### src/rtl/ptb_pkg.sv
package ptb_pkg;

    // Counter and prescaler geometry
    parameter int CNT_W  = 16;
    parameter int DIV_W  = 7;
    parameter int SEL_W  = 3;
    parameter int TAP_W  = CNT_W - 1;

    // Select code reserved for the external source
    localparam logic [SEL_W-1:0] SEL_EXT = SEL_W'(DIV_W);

    typedef struct packed {
        logic [DIV_W-1:0] div;
    } presc_st_t;

    typedef struct packed {
        logic s1;
        logic s2;
        logic s3;
    } sync_st_t;

    typedef struct packed {
        logic [CNT_W-1:0] cnt;
    } cnt_st_t;

endpackage

### src/rtl/ptb_prescaler.sv
module ptb_prescaler
    import ptb_pkg::*;
#(
    parameter int N_TAPS = DIV_W
) (
    input  logic              clk,
    input  logic              rst_n,
    output logic [N_TAPS-1:0] tap_en
);

    typedef struct packed {
        logic [N_TAPS-1:0] div;
    } st_t;

    st_t st_d, st_q;

    always_comb begin
        st_d     = st_q;
        st_d.div = st_q.div + N_TAPS'(1);
    end

    always_ff @(posedge clk or negedge rst_n) begin
        if (!rst_n) begin
            st_q <= '0;
        end else begin
            st_q <= st_d;
        end
    end

    // Tap k pulses once per 2^(k+1) cycles, when the low k+1 bits are all ones
    for (genvar k = 0; k < N_TAPS; k++) begin : g_tap
        assign tap_en[k] = &st_q.div[k:0];
    end

endmodule

### src/rtl/ptb_ext_sync.sv
module ptb_ext_sync
    import ptb_pkg::*;
(
    input  logic clk,
    input  logic rst_n,
    input  logic ext_in,
    output logic rise
);

    sync_st_t st_d, st_q;

    always_comb begin
        st_d    = st_q;
        st_d.s1 = ext_in;
        st_d.s2 = st_q.s1;
        st_d.s3 = st_q.s2;
    end

    always_ff @(posedge clk or negedge rst_n) begin
        if (!rst_n) begin
            st_q <= '0;
        end else begin
            st_q <= st_d;
        end
    end

    assign rise = st_q.s2 & ~st_q.s3;

endmodule

### src/rtl/ptb_counter.sv
module ptb_counter
    import ptb_pkg::*;
#(
    parameter int W = CNT_W
) (
    input  logic         clk,
    input  logic         rst_n,
    input  logic         step,
    input  logic         load,
    input  logic [W-1:0] load_val,
    output logic [W-1:0] value
);

    typedef struct packed {
        logic [W-1:0] cnt;
    } st_t;

    st_t st_d, st_q;

    always_comb begin
        st_d = st_q;
        if (load) begin
            st_d.cnt = load_val;
        end else if (step) begin
            st_d.cnt = st_q.cnt + W'(1);
        end
    end

    always_ff @(posedge clk or negedge rst_n) begin
        if (!rst_n) begin
            st_q <= '0;
        end else begin
            st_q <= st_d;
        end
    end

    assign value = st_q.cnt;

endmodule

### src/rtl/pwm_timebase.sv
module pwm_timebase
    import ptb_pkg::*;
(
    input  logic             clk,
    input  logic             rst_n,
    input  logic [SEL_W-1:0] src_sel,
    input  logic             ext_clk,
    input  logic             frz_en,
    input  logic             wr_en,
    input  logic [CNT_W-1:0] wr_data,
    output logic [CNT_W-1:0] count,
    output logic [TAP_W-1:0] pwm_tap
);

    logic [DIV_W-1:0] tap_en;
    logic             ext_rise;
    logic             cnt_en;
    logic             cnt_load;

    ptb_prescaler #(.N_TAPS(DIV_W)) u_presc (
        .clk    (clk),
        .rst_n  (rst_n),
        .tap_en (tap_en)
    );

    ptb_ext_sync u_sync (
        .clk    (clk),
        .rst_n  (rst_n),
        .ext_in (ext_clk),
        .rise   (ext_rise)
    );

    // Source selection: prescaler tap or synchronized external edge
    always_comb begin
        cnt_en = 1'b0;
        for (int k = 0; k < DIV_W; k++) begin
            if (src_sel == SEL_W'(k)) begin
                cnt_en = tap_en[k];
            end
        end
        if (src_sel == SEL_EXT) begin
            cnt_en = ext_rise;
        end
    end

    assign cnt_load = frz_en & wr_en;

    ptb_counter #(.W(CNT_W)) u_cnt (
        .clk      (clk),
        .rst_n    (rst_n),
        .step     (cnt_en),
        .load     (cnt_load),
        .load_val (wr_data),
        .value    (count)
    );

    assign pwm_tap = count[TAP_W-1:0];

endmodule

### config.mk
export PLATFORM = sky130hd
export DESIGN_NAME = pwm_timebase
export DESIGN_NICKNAME = d
export VERILOG_FILES = /design/src/rtl/ptb_pkg.sv /design/src/rtl/ptb_prescaler.sv /design/src/rtl/ptb_ext_sync.sv /design/src/rtl/ptb_counter.sv /design/src/rtl/pwm_timebase.sv
export SDC_FILE = /design/constraint.sdc
export NUM_CORES = 1
export LEC_CHECK = 0
export ABC_AREA = 0
export CAP_MARGIN = 10
export CORE_UTILIZATION = 46
export DETAILED_ROUTE_END_ITERATION = 10
export PLACE_DENSITY_LB_ADDON = 0.25
export REMOVE_ABC_BUFFERS = 1
export SYNTH_ARGS = -nofsm -noshare
export SYNTH_HDL_FRONTEND = slang
export SYNTH_SLANG_ARGS = --single-unit
### constraint.sdc
create_clock -name clk -period 2.2 [get_ports clk]
set_input_delay 0.44 -clock clk [delete_from_list [all_inputs] [get_ports clk]]
set_output_delay 0.44 -clock clk [all_outputs]
set_load 0.02 [all_outputs]
==> impl_metrics.ini, run 1 <==
[finish]
syn_to_final_growth_pct = 37.9
drive_gt1_frac = 0.139
num-nets-final = 259
antenna_cells = 0
final_cell_area_sq_um = 2290

[hold_path]
hp-class = reg -> reg
min_path_cells = 0
min-delay-start = u_sync.st_d[1]$_DFF_PN0_
hold_end = u_sync.st_d[0]$_DFF_PN0_

[sta]
finalSetupViolCount = 0
fmax_ghz = 0.482
hold_violations = 0
setup_ws_ns = 0.126
tightestPinTransition_ns = 0.358
slew_viol_final = 0
slew_headroom = 0.761
period_share = 0.943
min_period_ns = 2.07
holdWs_ns = 0.373
finClkSkew_ns = 0.00280

[power_and_ir_drop]
pwr_density_cell_nw_per_um2 = 647
p_sw_frac = 0.331
p_clk_frac = 0.226
p_sw_mw = 0.491
p_seq_frac = 0.402
leakage_nw = 0.924
power_frac_comb = 0.372
cell_internal_pwr_mw = 0.991
vdd.ir_drop.worst_uv = 292

[logic_synthesis]
synthTopCellsByCount = dfrtp_1, nand2_1, nand3_1, nor2_1, buf_4
ys_seq_elements = 26
synth_top_area_share = 0.392
ys_warn_count = 0
synth_top_area_cell = dfrtp_1
yosysMostFrequentCell = dfrtp_1
syn_avg_cell_area_sq_um = 9.23
netlist_area_sq_um = 1660
synth-edff-count = 0
ys_top_cells_by_area = dfrtp_1, buf_4, nand3_1
synthFlopType = dfrtp_1
async_flop_share = 1.00
synthCells = 180
seq_area_frac_synth = 0.392
ys_types = 39

[grt]
overflow = 0
grt_usage = 0.207
grt_pass1_wl_um = 6420
antenna_found_initial = 0
grt_pass1_vias = 1436
grt_start_max_net_pins = 27

[routing]
wirelength_um = 4000
vias = 1551
drcViolationCount = 0
ant_nets = 0
drt-pass1-iter-count = 4
wl_per_cell_um = 14.5
drt-vias-per-instance = 5.62
first_iter_violations = 49

[placed_design]
routabilityCongestion = 0.885
post_dp_cell_area_sq_um = 2220
dpl.hpwl_um = 2840
port_buffers = 54
dpl_worst_slack_ns = -0.234

[setup_path]
setup.worst_path.end_class = flip-flop
cp-start-kind = primary input
r2r_setup_slack_ns = 0.15
rr_worst_depth = 8
critPathMaxFanout = 8
cp.arrival_ns = 2.33
required_ns = 2.46
r2r-start = u_presc.st_q[0]$_DFF_PN0_
r2r_end = u_cnt.value[8]$_DFFE_PN0P_
path_class = in -> reg

[floorplanning]
die_h_um = 62.1
ios = 55
core_sq_um = 3390
start_util = 0.490
rows = 21
dieArea_sq_um = 3860
dieWidth_um = 62.1

[cts]
cts-root-buf = clkbuf_4
htree_levels = 1
clkLatencyLatePin_ns = 0.32
cts_tree = yes
cts_inserted_buffers = 3
clk_path_buf_depth = 2
clkSinkCount = 26
path_clk_slew_ns = 0.15

[outcome]
outcome = completed

[job]
cap_violations = 0
[sequential cells by signal (all words and copies together), names as in the netlist]
signal and cells:
u_cnt.value 16, u_presc.st_q 7, u_sync.st_d 2, u_sync.st_q 1
[worst max-delay path, cell delays in order]
cell	delay, ns
clkdlybuf4s50_1	0.43
or3b_1	0.39
a21oi_2	0.15
and4b_4	0.25
or4_1	0.50
a31oi_1	0.17
[area by class of cell]
type / count / area (sq um)
Inverter: 4 / 15.0
Clock inverter: 1 / 30.0
Clock buffer: 3 / 22.5
Tap cell: 46 / 57.6
Sequential cell: 26 / 651
Multi-Input combinational cell: 126 / 817
Timing Repair Buffer: 70 / 698
Fill cell: 273 / 1100
[stage by stage]
| step | TNS, ns | total power, mW | instances | utilization |
|---|---|---|---|---|
| after floorplan | 0 | 0.836 | 156 | - |
| after global placement | -1.92 | 1.14 | 271 | 0.654 |
| after detailed placement | -2.44 | 1.15 | 271 | 0.654 |
| after CTS | 0 | 1.49 | 275 | 0.670 |
| after global routing | -0.0133 | 1.56 | 276 | 0.676 |
| final | 0 | 1.48 | 276 | 0.676 |
[power groups by stage]
| stage | clock [mW] | sequential (mW) | combinational [mW] |
|---|---|---|---|
| 4_1_cts | 0.341 | 0.595 | 0.552 |
| 5_1_grt | 0.366 | 0.607 | 0.587 |
| 6_report | 0.335 | 0.595 | 0.552 |
| 3_5_place_dp | 0 | 0.603 | 0.549 |
| 2_1_floorplan | 0 | 0.703 | 0.133 |
| 3_3_place_gp | 0 | 0.598 | 0.542 |
[worst max-delay path by stage]
| stage | end | start |
|---|---|---|
| final | u_cnt.value[8]$_DFFE_PN0P_ | src_sel[1] |
| after global routing | u_cnt.value[3]$_DFFE_PN0P_ | u_presc.st_q[0]$_DFF_PN0_ |
| after detailed placement | u_cnt.value[8]$_DFFE_PN0P_ | src_sel[1] |
| after CTS | u_cnt.value[1]$_DFFE_PN0P_ | u_presc.st_q[0]$_DFF_PN0_ |
| after global placement | u_cnt.value[9]$_DFFE_PN0P_ | src_sel[0] |
| after floorplan | u_cnt.value[3]$_DFFE_PN0P_ | u_presc.st_q[0]$_DFF_PN0_ |
[timing repair]
action	4_1_cts	5_1_grt
gates resized for setup	0	5
buffers inserted	0	1
endpoints found under the setup margin	0	13
hold buffers	0	0
[per-layer routing]
layer  GRT usage  vias up  part of all wire
li1            -      762                 -
met1       0.297      750              0.47
met2       0.320       37              0.48
met3      0.0331        2             0.037
met4      0.0640        0            0.0050
met5           0        -                 0
[layout by cell type, fill, tap and decap left out, types with 2 or more instances in the layout]
cell type	n
buf_4	13
nor2_1	20
nand4b_1	9
clkdlybuf4s50_1	54
xor2_1	2
o21ai_0	3
a31oi_1	6
nand2_1	20
o311ai_0	4
buf_12	3
ha_1	3
o31ai_1	4
clkbuf_4	3
dfrtp_1	26
nand3_1	19
inv_1	3
or4_1	4
o311ai_1	4
a31o_2	2
and3_1	2
nand4_1	5
[kinds of logic (layout without fill, tap and decap cells)]
kind of cell             after synthesis  after routing  synth area share
AND/OR/NAND/NOR                       90             90             0.292
AO/OA/AOI/OAI                         29             29             0.145
buffers and inverters                 28             78             0.125
flip-flops                            26             26             0.392
adder cells (fa/ha/maj)                4              4            0.0301
XOR/XNOR                               3              3            0.0158
Power figures use the tool's default switching activity.
==> run 2: changes to the inputs <==
Settings changed: CTS_CLUSTER_SIZE set to 14.
==> results of run 2 <==
The final DEF is identical to that of run 1; final timing and power are the same.
==> run 3: changes to the inputs <==
Settings changed: CORE_UTILIZATION 46 to 44, PLACE_DENSITY set to 0.82, PLACE_DENSITY_LB_ADDON 0.25 to not set, SYNTH_HIERARCHICAL set to 1.
==> run 3 against run 2 <==
- the run now ends with negative setup slack left
- first-iteration DRC count is 12% higher
- worst hold slack worse by 0.00084 ns
- sequential share of layout area is 0.23 points higher
- sequential power is 2% higher
- register-to-register slack worse by 0.41 ns
==> impl_metrics.ini, run 3 <==
[grt]
grt_pass1_vias = 1209
grt_usage = 0.204
grt_pass1_wl_um = 5410
overflow = 0
grt_start_max_net_pins = 27
antenna_found_initial = 0

[cts]
cts_inserted_buffers = 3
path_clk_slew_ns = 0.13
cts-hold-fix-buffers = 0
clk_path_buf_depth = 2
htree_levels = 1
clkSinkCount = 26
clkLatencyLatePin_ns = 0.32
cts-root-buf = clkbuf_4
cts_tree = yes

[floorplanning]
rows = 20
start_util = 0.479
ios = 55
dieWidth_um = 60.8
dieArea_sq_um = 3700
core_sq_um = 3180
die_h_um = 60.8

[setup_path]
r2r_setup_slack_ns = -0.26
path_class = reg -> reg
required_ns = 2.42
setup.worst_path.end_class = flip-flop
r2r-start = u_presc/st_q[1]$_DFF_PN0_
r2r_end = u_cnt/value[15]$_DFFE_PN0P_
cp-start-kind = flip-flop
cp.arrival_ns = 2.68
rr_worst_depth = 10
critPathMaxFanout = 4

[logic_synthesis]
syn_avg_cell_area_sq_um = 10.5
netlist_area_sq_um = 1520
seq_area_frac_synth = 0.428
synth_top_area_cell = dfrtp_1
synthCells = 145
ys_seq_elements = 26
yosysMostFrequentCell = dfrtp_1
async_flop_share = 1.00
synthFlopType = dfrtp_1
ys_types = 35
ys_warn_count = 6
synthTopCellsByCount = dfrtp_1, nand2_1, buf_4
ys_top_cells_by_area = dfrtp_1, buf_4, xnor2_1
synth-edff-count = 0
synth_top_area_share = 0.428

[routing]
wl_per_cell_um = 15.1
ant_nets = 0
drt-vias-per-instance = 5.23
drcViolationCount = 0
wirelength_um = 3730
drt-pass1-iter-count = 4
first_iter_violations = 55
vias = 1291

[outcome]
outcome = finished, violations left
violations = negative setup slack

[power_and_ir_drop]
vdd.ir_drop.worst_uv = 478
p_sw_frac = 0.348
leakage_nw = 0.920
p_seq_frac = 0.476
p_clk_frac = 0.156
totalPowerFinal_mw = 1.28
power_frac_comb = 0.368
cell_internal_pwr_mw = 0.833
p_sw_mw = 0.445
pwr_density_cell_nw_per_um2 = 563

[sta]
hold_violations = 0
setup_tns_ns = -2.52
period_share = 1.12
slew_headroom = 0.657
rsz0062_at_grt = yes
min_period_ns = 2.46
finClkSkew_ns = 0.00427
tightestPinTransition_ns = 0.515
slew_viol_final = 0
holdWs_ns = 0.373
setup_ws_ns = -0.263
finalSetupViolCount = 16
fmax_ghz = 0.406

[placed_design]
port_buffers = 54
routabilityCongestion = 0.817
dpl.hpwl_um = 2580

[job]
cap_violations = 0

[finish]
syn_to_final_growth_pct = 49.3
layout_common_cells = clkdlybuf4s50_1, dfrtp_1, buf_4, nand2_1, o21ai_1
num-nets-final = 233
antenna_cells = 0
final_common_cell = clkdlybuf4s50_1
drive_gt1_frac = 0.256
largest_reg_flops = 16
postLayoutCoreUtil = 0.715

[hold_path]
hp-class = reg -> reg
hold_end = u_sync/st_d[0]$_DFF_PN0_
min_path_cells = 0
min-delay-start = u_sync/st_d[1]$_DFF_PN0_
run 3: stage by stage:
stage	setup WS, ns	instance area (sq um)	cells
floorplan	-0.401	1380	124
global placement	-0.433	2090	237
detailed placement	-0.499	2090	237
CTS	-0.230	2210	245
global route	-0.343	2270	247
finish	-0.263	2270	247
run 3: worst max-delay path by stage:
stage                     depth (start not counted)                          end  slack, ns                      start
after CTS                                        10  u_cnt/value[15]$_DFFE_PN0P_      -0.23  u_presc/st_q[1]$_DFF_PN0_
after floorplan                                   8  u_cnt/value[14]$_DFFE_PN0P_      -0.40  u_presc/st_q[0]$_DFF_PN0_
after detailed placement                          6  u_cnt/value[14]$_DFFE_PN0P_      -0.50                 src_sel[1]
final                                            10  u_cnt/value[15]$_DFFE_PN0P_      -0.26  u_presc/st_q[1]$_DFF_PN0_
after global placement                            6  u_cnt/value[14]$_DFFE_PN0P_      -0.43                 src_sel[1]
after global routing                             10  u_cnt/value[15]$_DFFE_PN0P_      -0.34  u_presc/st_q[1]$_DFF_PN0_
run 3: layer usage:
metal,global-route usage,vias to the layer above,part of all wire
li1,-,597,-
met1,0.233,632,0.38
met2,0.364,51,0.53
met3,0.0469,11,0.059
met4,0.0877,0,0.022
met5,0,-,0
run 3: cell families (layout without fill, tap and decap cells):
logic type | count (synthesis) | count (layout) | share of synthesized area
flip-flops | 26 | 26 | 0.428
AND/OR/NAND/NOR | 52 | 52 | 0.224
adder cells (fa/ha/maj) | 4 | 4 | 0.0329
multiplexers | 4 | 4 | 0.0485
buffers and inverters | 26 | 84 | 0.107
AO/OA/AOI/OAI | 18 | 18 | 0.0691
XOR/XNOR | 15 | 15 | 0.0913
run 3: repair_timing:
item,CTS,global route
gates resized for setup,28,10
endpoints found under the setup margin,16,16
buffers inserted,5,2
pin swaps,8,4
run 3: worst max-delay path, cell delays in order (launching register included):
cell	delay, ns
dfrtp_1	0.43
ha_4	0.19
and3_4	0.16
ha_4	0.15
mux4_2	0.44
mux2_4	0.30
buf_6	0.12
nand4_4	0.10
nor2_4	0.05
and4_4	0.17
o31a_1	0.24
run 3: power groups by stage:
stage	Combinational [mW]	Sequential (mW)	Clock [mW]
3_5_place_dp	0.444	0.613	0
3_3_place_gp	0.438	0.608	0
6_report	0.470	0.609	0.199
4_1_cts	0.458	0.607	0.209
5_1_grt	0.500	0.620	0.228
2_1_floorplan	0.0911	0.707	0
run 3: layout make-up:
class                      instances  area, sq um
sequential                        26          651
clock buffer                       3         22.5
timing repair buffer              76          724
tap                               44         55.1
multi-input combinational         93          801
fill                             231          906
inverter                           5         18.8
